### config.mk
export PLATFORM = sky130hd
export DESIGN_NAME = hbridge_gate_ctrl
export DESIGN_NICKNAME = d
export VERILOG_FILES = /design/src/rtl/hbg_pkg.sv /design/src/rtl/hbg_sync.sv /design/src/rtl/hbg_sequencer.sv /design/src/rtl/hbg_decode.sv /design/src/rtl/hbg_leg.sv /design/src/rtl/hbridge_gate_ctrl.sv
export SDC_FILE = /design/constraint.sdc
export NUM_CORES = 1
export LEC_CHECK = 0
export ABC_CLOCK_PERIOD_IN_PS = 3200
export BUFFER_PORTS_ARGS = -buffer_cell sky130_fd_sc_hd__buf_2
export CAP_MARGIN = 30
export CORE_MARGIN = 2
export CORE_UTILIZATION = 32
export DETAILED_ROUTE_END_ITERATION = 8
export GPL_TIMING_DRIVEN = 0
export HOLD_SLACK_MARGIN = 0.05
export PLACE_DENSITY_LB_ADDON = 0.1
export SLEW_MARGIN = 15
export SYNTH_ARGS = -nofsm -noshare
export SYNTH_HDL_FRONTEND = slang
export SYNTH_SLANG_ARGS = --single-unit
export TNS_END_PERCENT = 10
### constraint.sdc
create_clock -name clk -period 3.2 [get_ports clk]
set_input_delay 0.16 -clock clk [delete_from_list [all_inputs] [get_ports clk]]
set_output_delay 0.16 -clock clk [all_outputs]
set_load 0.02 [all_outputs]
### src/rtl/hbg_pkg.sv
package hbg_pkg;

   typedef enum logic [1:0] {
      ST_RUN   = 2'd0,
      ST_SLEEP = 2'd1,
      ST_HOLD  = 2'd2,
      ST_FAULT = 2'd3
   } bridge_state_e;

   typedef enum logic [1:0] {
      LEG_OFF  = 2'd0,
      LEG_HIGH = 2'd1,
      LEG_LOW  = 2'd2
   } leg_cmd_e;

   localparam int unsigned NUM_LEGS   = 2;
   localparam int unsigned NUM_FAULTS = 4;

   // bundle of synchronised control inputs
   typedef struct packed {
      logic                  awake;
      logic                  en;
      logic                  slow;
      logic                  dir;
      logic                  izero;
      logic [NUM_FAULTS-1:0] fault;
   } ctl_s;

   localparam int unsigned CTL_W = $bits(ctl_s);

endpackage

### src/rtl/hbg_sync.sv
module hbg_sync #(
   parameter int unsigned            WIDTH   = 1,
   parameter int unsigned            STAGES  = 2,
   parameter logic [WIDTH-1:0]       RST_VAL = '0
) (
   input  logic             clk,
   input  logic             rst_n,
   input  logic [WIDTH-1:0] d_i,
   output logic [WIDTH-1:0] q_o
);

   generate
      if (STAGES < 2) begin : g_bad_stages
         $error("hbg_sync: STAGES must be at least 2");
      end
   endgenerate

   logic [WIDTH-1:0] stage_q [STAGES];

   always_ff @(posedge clk or negedge rst_n) begin
      if (!rst_n) begin
         for (int i = 0; i < STAGES; i++) stage_q[i] <= RST_VAL;
      end else begin
         stage_q[0] <= d_i;
         for (int i = 1; i < STAGES; i++) stage_q[i] <= stage_q[i-1];
      end
   end

   assign q_o = stage_q[STAGES-1];

endmodule

### src/rtl/hbg_sequencer.sv
module hbg_sequencer
   import hbg_pkg::*;
#(
   parameter int unsigned PWRUP_CYC = 40000,
   parameter int unsigned WAKE_CYC  = 200000
) (
   input  logic          clk,
   input  logic          rst_n,
   input  logic          awake_i,
   input  logic          fault_i,
   output bridge_state_e state_o
);

   localparam int unsigned LIM = (PWRUP_CYC > WAKE_CYC) ? PWRUP_CYC : WAKE_CYC;
   localparam int unsigned TW  = $clog2(LIM + 1);
   localparam logic [TW-1:0] PWRUP_LD = TW'(PWRUP_CYC);
   localparam logic [TW-1:0] WAKE_LD  = TW'(WAKE_CYC);

   logic [TW-1:0] hold_q;
   bridge_state_e state_q, state_d;

   // hold-off timer: preset at reset, reloaded while asleep, counts down while awake
   always_ff @(posedge clk or negedge rst_n) begin
      if (!rst_n)              hold_q <= PWRUP_LD;
      else if (!awake_i)       hold_q <= WAKE_LD;
      else if (hold_q != '0)   hold_q <= hold_q - 1'b1;
   end

   always_comb begin
      if (!awake_i)           state_d = ST_SLEEP;
      else if (fault_i)       state_d = ST_FAULT;
      else if (hold_q != '0)  state_d = ST_HOLD;
      else                    state_d = ST_RUN;
   end

   always_ff @(posedge clk or negedge rst_n) begin
      if (!rst_n) state_q <= ST_HOLD;
      else        state_q <= state_d;
   end

   assign state_o = state_q;

endmodule

### src/rtl/hbg_decode.sv
module hbg_decode
   import hbg_pkg::*;
(
   input  logic          clk,
   input  logic          rst_n,
   input  bridge_state_e state_i,
   input  logic          en_i,
   input  logic          slow_i,
   input  logic          dir_i,
   input  logic          izero_i,
   output leg_cmd_e      tgt_a_o,
   output leg_cmd_e      tgt_b_o
);

   logic fast_run;
   logic zlatch_q;

   assign fast_run = (state_i == ST_RUN) && !en_i && !slow_i;

   // once the current is seen near zero in fast decay, keep the bridge open
   always_ff @(posedge clk or negedge rst_n) begin
      if (!rst_n) zlatch_q <= 1'b0;
      else        zlatch_q <= fast_run && (zlatch_q || izero_i);
   end

   always_comb begin
      tgt_a_o = LEG_OFF;
      tgt_b_o = LEG_OFF;
      if (state_i == ST_RUN) begin
         if (en_i) begin
            tgt_a_o = dir_i ? LEG_HIGH : LEG_LOW;
            tgt_b_o = dir_i ? LEG_LOW  : LEG_HIGH;
         end else if (slow_i) begin
            tgt_a_o = LEG_LOW;
            tgt_b_o = LEG_LOW;
         end else if (!(zlatch_q || izero_i)) begin
            tgt_a_o = dir_i ? LEG_LOW  : LEG_HIGH;
            tgt_b_o = dir_i ? LEG_HIGH : LEG_LOW;
         end
      end
   end

endmodule

### src/rtl/hbg_leg.sv
module hbg_leg
   import hbg_pkg::*;
#(
   parameter int unsigned DEAD_CYC = 100
) (
   input  logic     clk,
   input  logic     rst_n,
   input  leg_cmd_e tgt_i,
   output logic     hi_o,
   output logic     lo_o
);

   localparam int unsigned    DW      = $clog2(DEAD_CYC + 1);
   localparam logic [DW-1:0]  DEAD_LD = DW'(DEAD_CYC);

   logic          want_hi, want_lo, drop;
   logic          hi_q, lo_q;
   logic [DW-1:0] dead_q;

   assign want_hi = (tgt_i == LEG_HIGH);
   assign want_lo = (tgt_i == LEG_LOW);
   // a conducting switch that is no longer wanted must open first
   assign drop    = (hi_q && !want_hi) || (lo_q && !want_lo);

   always_ff @(posedge clk or negedge rst_n) begin
      if (!rst_n) begin
         hi_q   <= 1'b0;
         lo_q   <= 1'b0;
         dead_q <= '0;
      end else if (drop) begin
         hi_q   <= 1'b0;
         lo_q   <= 1'b0;
         dead_q <= DEAD_LD;
      end else if (dead_q != '0) begin
         dead_q <= dead_q - 1'b1;
      end else begin
         hi_q   <= want_hi;
         lo_q   <= want_lo;
      end
   end

   assign hi_o = hi_q;
   assign lo_o = lo_q;

endmodule

### src/rtl/hbridge_gate_ctrl.sv
module hbridge_gate_ctrl
   import hbg_pkg::*;
#(
   parameter int unsigned DEAD_CYC    = 100,
   parameter int unsigned PWRUP_CYC   = 40000,
   parameter int unsigned WAKE_CYC    = 200000,
   parameter int unsigned SYNC_STAGES = 2
) (
   input  logic       clk,
   input  logic       rst_n,
   input  logic       dir_i,
   input  logic       drive_en_i,
   input  logic       slow_decay_i,
   input  logic       awake_i,
   input  logic       ovt_i,
   input  logic       pump_low_i,
   input  logic       reg_low_i,
   input  logic       supply_low_i,
   input  logic       izero_i,
   output logic       a_hi_o,
   output logic       a_lo_o,
   output logic       b_hi_o,
   output logic       b_lo_o,
   output logic [1:0] state_o
);

   generate
      if (DEAD_CYC < 1) begin : g_bad_dead
         $error("hbridge_gate_ctrl: DEAD_CYC must be at least 1");
      end
      if (PWRUP_CYC < 1) begin : g_bad_pwrup
         $error("hbridge_gate_ctrl: PWRUP_CYC must be at least 1");
      end
      if (WAKE_CYC < 1) begin : g_bad_wake
         $error("hbridge_gate_ctrl: WAKE_CYC must be at least 1");
      end
   endgenerate

   // awake resets high so reset itself does not look like a wake event
   localparam ctl_s CTL_RST = '{awake: 1'b1, default: '0};

   ctl_s          raw, syn;
   bridge_state_e state;
   leg_cmd_e      tgt [NUM_LEGS];
   logic [NUM_LEGS-1:0] leg_hi, leg_lo;

   assign raw.awake = awake_i;
   assign raw.en    = drive_en_i;
   assign raw.slow  = slow_decay_i;
   assign raw.dir   = dir_i;
   assign raw.izero = izero_i;
   assign raw.fault = {supply_low_i, reg_low_i, pump_low_i, ovt_i};

   hbg_sync #(
      .WIDTH   (CTL_W),
      .STAGES  (SYNC_STAGES),
      .RST_VAL (CTL_RST)
   ) u_sync (
      .clk   (clk),
      .rst_n (rst_n),
      .d_i   (raw),
      .q_o   (syn)
   );

   hbg_sequencer #(
      .PWRUP_CYC (PWRUP_CYC),
      .WAKE_CYC  (WAKE_CYC)
   ) u_seq (
      .clk     (clk),
      .rst_n   (rst_n),
      .awake_i (syn.awake),
      .fault_i (|syn.fault),
      .state_o (state)
   );

   hbg_decode u_dec (
      .clk     (clk),
      .rst_n   (rst_n),
      .state_i (state),
      .en_i    (syn.en),
      .slow_i  (syn.slow),
      .dir_i   (syn.dir),
      .izero_i (syn.izero),
      .tgt_a_o (tgt[0]),
      .tgt_b_o (tgt[1])
   );

   for (genvar g = 0; g < NUM_LEGS; g++) begin : g_leg
      hbg_leg #(
         .DEAD_CYC (DEAD_CYC)
      ) u_leg (
         .clk   (clk),
         .rst_n (rst_n),
         .tgt_i (tgt[g]),
         .hi_o  (leg_hi[g]),
         .lo_o  (leg_lo[g])
      );
   end

   assign a_hi_o  = leg_hi[0];
   assign a_lo_o  = leg_lo[0];
   assign b_hi_o  = leg_hi[1];
   assign b_lo_o  = leg_lo[1];
   assign state_o = state;

endmodule

Word-level counts from Yosys, hierarchy flattened
Index checks and enable logic that the tools add are counted.
W data, S select, Z words.
{"block": "op_classes", "reduce_logical": 23, "n_addsub": 3, "shifts": 0, "n_mux": 27, "n_eq_ne": 7, "n_bitwise": 0, "mul": 0, "n_div": 0, "order_cmp": 0}
{"op": "$mux W18", "count": 2}
{"op": "$mux W7", "count": 4}
{"op": "$mux W2", "count": 13}
{"op": "$reduce_bool A18 Y1", "count": 1}
{"op": "$sub A18 B1 Y18 const B", "count": 1}
{"op": "$reduce_bool A7 Y1", "count": 2}
{"op": "$sub A7 B1 Y7 const B", "count": 2}
{"op": "$mux W1", "count": 8}
{"op": "$logic_and A1 B1 Y1", "count": 7}
{"op": "$logic_not A1 Y1", "count": 6}
{"op": "$ne A2 B1 Y1 const B", "count": 3}
{"op": "$eq A2 B1 Y1 const B", "count": 2}
{"op": "$eq A2 B2 Y1 const B", "count": 2}
{"op": "$reduce_bool A2 Y1", "count": 2}
{"op": "$reduce_or A4 Y1", "count": 1}
{"op": "$logic_or A1 B1 Y1", "count": 3}
{"op": "$logic_not A2 Y1", "count": 1}
{"block": "word_totals", "ramBits": 0, "ff_bits": 57, "rom_bits": 0, "latchBits": 0, "mem_count": 0, "input_bits": 11}

Longest topological paths before layout
Gate-level depths: netlist of run 1.
{"block": "logic_depth", "word_depth": 10, "ltp_mapped": 6, "depth_no_buf": 6}

Hierarchy
Synthesis of run 1 repeated with hierarchy kept, for this count alone.
{"block": "unflattened", "hier_cells": 272, "area_unflattened_um2": 2832.7}
{"mod": "hbg_sequencer", "area_each_um2": 1152.4, "instances": 1, "cells_each": 126}
{"mod": "hbg_leg", "area_each_um2": 510.5, "instances": 2, "cells_each": 51}
{"mod": "hbg_sync", "area_each_um2": 520.5, "instances": 1, "cells_each": 27}
{"mod": "hbg_decode", "area_each_um2": 131.4, "instances": 1, "cells_each": 16}
{"mod": "hbridge_gate_ctrl", "area_each_um2": 7.5, "instances": 1, "cells_each": 1}

Worst setup path after synthesis of run 1
No wires, ideal clock.
{"block": "synth_timing", "kind": "reg-to-reg", "start": "register u_seq.hold_q[0]", "end": "register u_seq.hold_q[16]", "stages_incl_launch_ff": 7, "required_time_ps": 3075, "setup_time_ps": 125, "arrival_time_ps": 1700, "path_slack_ps": 1376, "cell_sequence": "dfrtp_1 inv_1 ha_1 nor2b_1 nand4_1 nor4_1 mux2_2"}
{"block": "synth_via", "elab_chain_len": 3, "elab_cells_between_ends": 5, "cone_classes": "add/sub: 1; eq/ne: 1; mux: 2; reduce/logical: 1"}
{"item": "start, declared", "line": "hbg_sequencer.sv:19", "source": "logic [TW-1:0] hold_q;"}
{"item": "start signal, assigned", "line": "hbg_sequencer.sv:26", "source": "else if (hold_q != '0) hold_q <= hold_q - 1'b1;"}
{"item": "$sub A18 B1 Y18", "line": "hbg_sequencer.sv:26"}
{"item": "$mux W18", "line": "hbg_sequencer.sv:26"}
{"item": "$mux W18", "line": "hbg_sequencer.sv:25", "source": "else if (!awake_i) hold_q <= WAKE_LD;"}
Several ways; a longest one is shown, not always the timed one. The select of a mux whose other input is x is not followed.
A chain may end at the register's enable or synchronous reset.

Worst setup path after layout of run 1
Ends and elaborated chain as after synthesis.

==> results of run 1 <==
-- worst max-delay path, stage by stage, from the launching register on --
cell and delay, ps:
dfrtp_1 400, inv_1 70, ha_1 190, nor2b_1 430
nand4_1 220, nor4_1 410, mux2_2 390
-- state kept, by name, summed over array words and instances, names as in the netlist --
register,count
u_seq.hold_q,18
g_leg.u_leg.dead_q,14
u_sync.q_o,9
u_sync.stage_q,9
g_leg.u_leg.hi_o,2
g_leg.u_leg.lo_o,2
u_seq.state_o,2
u_dec.zlatch_q,1
-- cells by family (layout without fill, tap and decap cells) --
logic type	Yosys count	in the layout	share of synthesized area
XOR/XNOR	2	2	0.00663
adder cells (fa/ha/maj)	5	5	0.0237
AO/OA/AOI/OAI	48	48	0.135
buffers and inverters	15	57	0.0241
flip-flops	57	57	0.543
AND/OR/NAND/NOR	105	105	0.252
multiplexers	4	4	0.0156
-- metal layers --
layer	wire length (µm)	global-route usage	up-vias
li1	-	-	953
met1	2640	0.171	941
met2	2320	0.199	28
met3	206	0.0415	4
met4	57	0.0652	0
met5	0	0	-
-- placed cells by master, fill, tap and decap left out, types with 4 or more instances in the layout --
master	count
nor2b_1	4
nand3b_1	4
a211o_1	7
ha_1	5
a21oi_1	6
dfstp_2	8
or3_1	9
clkbuf_8	10
o21ai_0	11
nand3_1	9
nor4_1	5
nor3_1	15
inv_1	10
dlygate4sd3_1	10
o31ai_1	4
buf_2	15
nor2_1	11
dfrtp_1	49
or4_1	5
nand2b_1	5
clkbuf_1	9
nand2_1	17
-- path summary, 6_finish.rpt --
| kind | slack [ps] | to | depth (start not counted) | start |
|---|---|---|---|---|
| min | 350 | u_sync.q_o[7]$_DFF_PN0_ | 0 | u_sync.stage_q[16]$_DFF_PN0_ |
| max | 980 | u_seq.hold_q[16]$_DFFE_PN0P_ | 6 | u_seq.hold_q[0]$_DFFE_PN0P_ |
| min in group asynchronous | 440 | g_leg[0].u_leg.dead_q[2]$_DFFE_PN0P_ | 2 | rst_n |
| max in group asynchronous | 2300 | u_seq.hold_q[0]$_DFFE_PN0P_ | 2 | rst_n |
| max reg2reg | 980 | u_seq.hold_q[16]$_DFFE_PN0P_ | 6 | u_seq.hold_q[0]$_DFFE_PN0P_ |
| min reg2reg | 350 | u_sync.q_o[7]$_DFF_PN0_ | 0 | u_sync.stage_q[16]$_DFF_PN0_ |
-- Yosys cell counts, types with 4 or more instances --
library cell,instances,area (µm²)
a21oi_1,6,30.0
nor4_1,5,31.3
nor2_1,11,41.3
o31ai_1,4,30.0
or4_1,5,37.5
nand3_1,9,45.0
clkbuf_1,4,15.0
or3_1,9,56.3
o21ai_0,11,55.1
nand2_1,17,63.8
a211o_1,7,61.3
dfrtp_1,49,1230
nand2b_1,5,31.3
nand3b_1,4,30.0
inv_1,10,37.5
nor3_1,15,75.1
ha_1,5,62.6
dfstp_2,8,210
nor2b_1,4,25.0
-- what timing repair did --
item,4_1_cts,5_1_grt
hold endpoints to repair,58,0
resized for setup,0,0
hold buffers,10,0
-- metrics by stage --
step            util  std cells  hold WS [ps]  power, W
2_1_floorplan      -        236          -136  0.000858
6_report       0.385        383           348   0.00147
3_5_place_dp   0.353        357           266  0.000903
4_1_cts        0.385        383           350   0.00151
3_3_place_gp   0.353        357           266  0.000902
5_1_grt        0.385        383           355   0.00155
-- power by group through the flow --
stage	clock network, W	registers, W	logic, W
3_5_place_dp	0	0.000793	0.000110
2_1_floorplan	0	0.000788	0.0000704
6_report	0.000575	0.000782	0.000116
3_3_place_gp	0	0.000793	0.000108
4_1_cts	0.000605	0.000781	0.000119
5_1_grt	0.000637	0.000784	0.000132
-- layout make-up --
| type | count | area (µm²) | area share |
|---|---|---|---|
| sequential | 57 | 1440 | 0.460 |
| multi-input combinational | 164 | 1140 | 0.367 |
| timing repair buffer | 26 | 183 | 0.0586 |
| clock buffer | 15 | 156 | 0.0501 |
| tap | 105 | 131 | 0.0421 |
| inverter | 10 | 37.5 | 0.0120 |
| buffer | 5 | 26.3 | 0.00842 |
| clock inverter | 1 | 5.00 | 0.00160 |
==> flow_summary.ini, run 1 <==
[status]
status = complete, no violations

[sta]
post-route-period-util = 0.695
relSlewSlack = 0.522
fmax_ghz = 0.450
period_minus_slack_ps = 2220
fin_ws_ps = 976
tns_ps = 0
tightest_slew_ps = 717
finalHoldViolCount = 0
final-setup-viol-count = 0
grt_setup_unrepaired = no
skew_ps = 5.52
finalMaxSlewViolations = 0

[logic_synthesis]
syn_area_um2 = 2640
synth_area_per_cell_um2 = 11.2
syn_inst = 236
async_flop_share = 1.00
synth-seq-area-share = 0.543
yosysUniqueCellTypes = 50
synth_seq_cells = 57
yosysWarnings = 0
synth-edff-count = 0
synth_fp_nets = 252
synth-main-ff-cell = dfrtp_1

[power]
p_sw_w = 0.000367
power_frac_clock = 0.390
power_density_nw_per_um2 = 472
cellInternalPower_w = 0.00111
peakVddDrop_uv = 193
p_sw_frac = 0.250
pwr-share-comb = 0.079
leakagePower_nw = 1.19
p_seq_frac = 0.531

[floorplanning]
die_area_um2 = 9010
pin_count = 17
start_util = 0.327
fp.coreArea_um2 = 8090
rows = 33
die_x_um = 94.9
die_h_um = 94.9

[drt]
viasPerCell = 5.03
dr.pass1.iters = 4
via_count = 1926
drc_errors = 0
ant_nets = 0
drt_iter0_drc = 60
drt-total-wl_um = 5220
post_drt_wl_per_cell_um = 13.6

[setup_path]
worstPathMaxFanout = 7
crit_type = register to register
cp.arrival_ps = 2440
worstPathRequired_ps = 3420
start_kind = register
crit_path_end_kind = register

[run]
drv_cap = 0

[cells_and_area]
layout-drive-gt1-share = 0.201
diodes = 0
n_fill_cell = 802
area_growth_syn_to_layout_pct = 18.0
stdcell_area_um2 = 3120
nets = 289

[place]
port_buffers = 16
placed_cell_area_um2 = 2860
pre_cts_slack_ps = 984
dpl.hpwl_um = 3340
gp_congestion = 0.782

[clock_tree]
cts_buffers = 9
cts.path.max_buffers = 2
cts_htree_levels = 3
root_buffer = clkbuf_8
clk_pin_slew_ps = 60
clock_sinks = 57
post_cts_buffers = 0
cts_tree = built
clock_latency_ps = 330

[hold_path]
hold_class = register to register

[grt]
grt_pass1_wl_um = 8900
grt_pass1_vias = 1854
antenna_found_initial = 0
grt.total_usage = 0.132
overflow = 0
grt_max_degree = 58
(Power assumes the default switching activity.)
==> run 2, diff against run 1 <==
- ABC_CLOCK_PERIOD_IN_PS: 3200 -> 2250
- clock period: 3.2 -> 2.25 ns (I/O delays scaled with it)
==> run 2 against run 1 <==
Sequential share of layout area hardly changed. First-iteration DRC count is 12% higher. Critical path depth stayed put. Global-route usage stayed put. Sequential power is 42% higher. Sequential cell count stayed put. Combinational power is 43% higher. Setup slack worse by 790 ps. Clock-buffer cell count stayed put.
==> flow_summary.ini, run 2 (synthesized netlist as in run 1, its figures left out) <==
[setup_path]
cp.arrival_ps = 2280
worstPathMaxFanout = 7
r2r_start = u_seq.hold_q[0]$_DFFE_PN0P_
start_kind = register
worstPathRequired_ps = 2470
crit_path_end_kind = register
startpoint = u_seq.hold_q[0]$_DFFE_PN0P_
crit_type = register to register

[clock_tree]
post_cts_buffers = 0
cts_buffers = 9
cts_htree_levels = 3
cts.path.max_buffers = 2
root_buffer = clkbuf_8
clock_sinks = 57
clk_pin_slew_ps = 60
cts_tree = built
clock_latency_ps = 330

[cells_and_area]
layout-drive-gt1-share = 0.205
final_cell_mix = dfrtp_1 (49), nand2_1 (17), nor3_1 (15), buf_2 (15)
nets = 289
registers.top_by_ff_count = u_seq.hold_q
largestRegisters = u_seq.hold_q (18), g_leg.u_leg.dead_q (14)
diodes = 0
mostFrequentLayoutCell = dfrtp_1
area_growth_syn_to_layout_pct = 18.1
largest_reg_flops = 18

[sta]
final-setup-viol-count = 0
finalMaxSlewViolations = 0
period_minus_slack_ps = 2070
skew_ps = 4.58
relSlewSlack = 0.521
finalHoldViolCount = 0
tns_ps = 0
fmax_ghz = 0.484
post-route-period-util = 0.919
tightest_slew_ps = 718
grt_setup_unrepaired = no

[drt]
drc_errors = 0
dr.pass1.iters = 4
drt-total-wl_um = 5210
ant_nets = 0
via_count = 1915
drt_iter0_drc = 67
post_drt_wl_per_cell_um = 13.6
viasPerCell = 5.00

[place]
dpl.hpwl_um = 3340
gp_congestion = 0.782
port_buffers = 16

[grt]
grt_use_met2 = 0.199
met1_usage = 0.171
overflow = 0
antenna_found_initial = 0
use_met3 = 0.0415
grt-busiest-layer = met2
grt_pass1_vias = 1854
grt_max_degree = 58
grt.total_usage = 0.132
grt_pass1_wl_um = 8900

[hold_path]
min_from = u_sync.stage_q[16]$_DFF_PN0_
hold_class = register to register

[floorplanning]
pin_count = 17
die_x_um = 94.9
die_h_um = 94.9
start_util = 0.327
die_area_um2 = 9010
rows = 33
fp.coreArea_um2 = 8090

[power]
power_density_nw_per_um2 = 671
peakVddDrop_uv = 276
power_w = 0.00210
leakagePower_nw = 1.19

[run]
drv_cap = 0

[status]
status = complete, no violations
-- run 2: stage by stage --
| stage | utilization | hold slack [ps] | area (µm²) | instances | worst slack [ps] |
|---|---|---|---|---|---|
| floorplan | - | -183 | 2640 | 236 | 426 |
| global placement | 0.353 | 218 | 2860 | 357 | 48.7 |
| detailed placement | 0.353 | 219 | 2860 | 357 | 33.6 |
| CTS | 0.385 | 350 | 3120 | 383 | 31.1 |
| global route | 0.386 | 355 | 3120 | 383 | 23.2 |
| finish | 0.386 | 348 | 3120 | 383 | 183 |
-- run 2: metal layers --
metal  vias up  wire [µm]
met3         4        202
met2        24       2320
met5         -          0
li1        957          -
met4         0         57
met1       930       2630
-- run 2: report_power, final --
part	total (W)	leakage [nW]	switching (W)	internal, W
clock network	0.000818	0.0817	0.000388	0.000431
logic	0.000166	0.441	0.0000953	0.0000707
registers	0.00111	0.664	0.0000405	0.00107
total	0.00210	1.19	0.000524	0.00157
-- run 2: final timing paths --
kind	slack, ps	depth (start not counted)	endpoint
worst max-delay path	180	6	u_seq.hold_q[16]$_DFFE_PN0P_
worst min-delay path	350	0	u_sync.q_o[7]$_DFF_PN0_
worst min register to register	350	0	u_sync.q_o[7]$_DFF_PN0_
worst max register to register	180	6	u_seq.hold_q[16]$_DFFE_PN0P_
max in group asynchronous	1400	2	u_seq.hold_q[0]$_DFFE_PN0P_
min in group asynchronous	390	2	g_leg[0].u_leg.dead_q[2]$_DFFE_PN0P_
-- run 2: area by class of cell --
class                      instances  area (µm²)
tap                              105         131
sequential                        57        1440
fill                             802        4970
timing repair buffer              26         183
clock buffer                      15         156
multi-input combinational        164        1150
clock inverter                     1        5.00
inverter                          10        37.5
buffer                             5        26.3
-- run 2: repair_timing --
| item | CTS | global route |
|---|---|---|
| setup endpoints to repair | 0 | 2 |
| resized for setup | 0 | 1 |
| hold endpoints to repair | 58 | 0 |
| hold buffers | 10 | 0 |
-- run 2: worst max-delay path, cell delays in order (launching register included) --
cell,delay [ps]
dfrtp_1,400
inv_1,70
ha_1,190
nor2b_2,310
nand4_1,190
nor4_1,410
mux2_2,390
==> run 3, diff against run 2 <==
- ABC_AREA: unset -> 1
==> run 3 against run 2 <==
Setup slack better by 420 ps. Area after synthesis up 5.3%. Power up 19%. First-iteration DRC count up 33%. Global-route usage about the same.
==> flow_summary.ini, run 3 <==
[status]
status = complete, no violations

[grt]
grt_pass1_wl_um = 9980
grt_pass1_vias = 2090
overflow = 0
grt_max_degree = 58
grt.total_usage = 0.132
antenna_found_initial = 0

[logic_synthesis]
ys_top_cells_by_count = nand2_1 (68), inv_1 (52), dfrtp_1 (49)
syn_area_um2 = 2790
synthXorXnorAreaFrac = 0.0220
synthAdderAreaFrac = 0.0225
synth-main-ff-cell = dfrtp_1
synth_area_per_cell_um2 = 8.49
synth-edff-count = 0
synth-seq-area-share = 0.516
synth_simple_gate_area_frac = 0.342
synth_fp_nets = 344
synth_most_common_cell = nand2_1
async_flop_share = 1.00
synth_seq_cells = 57
yosysUniqueCellTypes = 29
synth_top_area_frac = 0.440
syn_inst = 328
synthTopCellsByArea = dfrtp_1 (44%), nand2_1 (9.2%), dfstp_2 (7.5%)
synth_top_family_by_area = simple AND/OR/NAND/NOR gates
synthMuxAreaShare = 0
synth_compound_area_frac = 0.0207
synth_largest_area_cell = dfrtp_1
yosysWarnings = 0

[cells_and_area]
utilization = 0.389
mostFrequentLayoutCell = nand2_1
largestRegisters = u_seq.hold_q (18), g_leg.u_leg.dead_q (14)
n_fill_cell = 890
area_growth_syn_to_layout_pct = 20.1
final_cell_mix = nand2_1 (68), inv_1 (52), dfrtp_1 (49)
layout-drive-gt1-share = 0.192
multi_input_comb_area_um2 = 1130
nets = 381
registers.top_by_ff_count = u_seq.hold_q
largest_reg_flops = 18
diodes = 0
register_area_um2 = 1440

[clock_tree]
cts_tree = built
cts_buffers = 9
cts_htree_levels = 3
cts_resized = 0
cts.path.max_buffers = 2
clock_sinks = 57
clk_pin_slew_ps = 70
root_buffer = clkbuf_8
clock_latency_ps = 340

[floorplanning]
start_util = 0.324
die_area_um2 = 9470
rows = 34
fp.coreArea_um2 = 8590
pin_count = 17
die_x_um = 97.3
die_h_um = 97.3

[hold_path]
hold_end = u_sync.q_o[0]$_DFF_PN0_
min_from = u_sync.stage_q[9]$_DFF_PN0_
hold_class = register to register
worstHoldPathCells = 0

[setup_path]
worstPathMaxFanout = 7
crit_path_end_kind = register
r2r_start = u_seq.hold_q[0]$_DFFE_PN0P_
reg2reg_to = u_seq.hold_q[9]$_DFFE_PN0P_
worstPathRequired_ps = 2480
start_kind = register
r2r_slack_ps = 610
crit_type = register to register
reg2regPathDepth = 9
cp.arrival_ps = 1880

[sta]
period_minus_slack_ps = 1640
skew_ps = 8.75
fmax_ghz = 0.608
post-route-period-util = 0.731
final-setup-viol-count = 0
finalMaxSlewViolations = 0
relSlewSlack = 0.515
tightest_slew_ps = 728
grt_setup_unrepaired = no
finalHoldViolCount = 0
tns_ps = 0

[drt]
drt-total-wl_um = 5580
drc_errors = 0
via_count = 2117
dr.pass1.iters = 4
post_drt_wl_per_cell_um = 11.7
drt_iter0_drc = 89
viasPerCell = 4.43
ant_nets = 0

[power]
peakVddDrop_uv = 256
leakagePower_nw = 1.64
power_density_nw_per_um2 = 745

[place]
gp_congestion = 0.788
port_buffers = 16
dpl.hpwl_um = 3840

[run]
drv_cap = 0
==> run 3: cell count changes after synthesis, sizes merged, moves of 7 or more <==
cell / previous run / this run
a211o: 7 / 0
inv: 10 / 52
nand2: 18 / 74
nand3: 9 / 35
nand4: 1 / 19
nor2: 11 / 51
nor3: 15 / 5
nor4: 9 / 1
or3: 10 / 0
or4: 8 / 0
==> run 3: worst max-delay path: stages, from the launching register on <==
cell,delay (ps)
dfrtp_1,380
inv_1,110
ha_1,290
nand2_2,120
nor2_4,170
nand2_2,80
nor2_4,130
nand2_4,100
clkinv_4,100
nor2_1,50
==> run 3: per-layer routing <==
layer / global-route usage / up-vias / wire, µm
met4: 0.0353 / 0 / 51
met3: 0.0525 / 4 / 230
li1: - / 1115 / -
met2: 0.205 / 34 / 2470
met1: 0.174 / 964 / 2830
met5: 0 / - / 0
==> run 3: cell families (layout without fill, tap and decap cells) <==
family,Yosys count,in the layout
DFF,57,57
adders and majority gates,5,5
and+or+nand+nor,193,193
xor gates and xnor gates,7,7
AOI/OAI and AO/OA,11,11
buffers and inverters,55,97
==> run 3: worst max path at each step <==
stage / from / cells past startpoint / slack (ps) / to
detailed placement: u_seq.hold_q[0]$_DFFE_PN0P_ / 9 / 630 / u_seq.hold_q[13]$_DFFE_PN0P_
CTS: u_seq.hold_q[0]$_DFFE_PN0P_ / 9 / 590 / u_seq.hold_q[9]$_DFFE_PN0P_
global route: u_seq.hold_q[0]$_DFFE_PN0P_ / 9 / 480 / u_seq.hold_q[9]$_DFFE_PN0P_
finish: u_seq.hold_q[0]$_DFFE_PN0P_ / 9 / 610 / u_seq.hold_q[9]$_DFFE_PN0P_
global placement: u_seq.hold_q[0]$_DFFE_PN0P_ / 9 / 620 / u_seq.hold_q[9]$_DFFE_PN0P_
floorplan: u_seq.hold_q[0]$_DFFE_PN0P_ / 9 / 830 / u_seq.hold_q[9]$_DFFE_PN0P_
==> run 3: report_power, final <==
part           switching [W]  internal [W]
clock               0.000440      0.000742
sequential         0.0000340       0.00107
combinational       0.000129     0.0000799
==> run 3: timing repair <==
item                                    in CTS  in global routing
hold buffers                                10                  0
hold endpoints to repair                    58                  0
endpoints found under the setup margin       0                  0
setup buffers                                0                  0
==> run 3: cell type report <==
type / count / area share
Clock inverter: 6 / 0.0344
Tap cell: 108 / 0.0404
Timing Repair Buffer: 26 / 0.0546
Multi-Input combinational cell: 216 / 0.339
Inverter: 53 / 0.0610
Buffer: 2 / 0.00337
Sequential cell: 57 / 0.429
Clock buffer: 10 / 0.0381
==> run 3: per-stage QoR <==
stage | setup slack, ps | power, W | hold WS [ps] | std cells | cell area, µm²
after global routing | 475 | 0.00262 | 340 | 478 | 3350
after global placement | 616 | 0.00132 | 217 | 452 | 3000
final | 606 | 0.00249 | 340 | 478 | 3350
after detailed placement | 626 | 0.00132 | 219 | 452 | 3000
after CTS | 593 | 0.00254 | 339 | 478 | 3350
after floorplan | 828 | 0.00125 | -183 | 328 | 2790
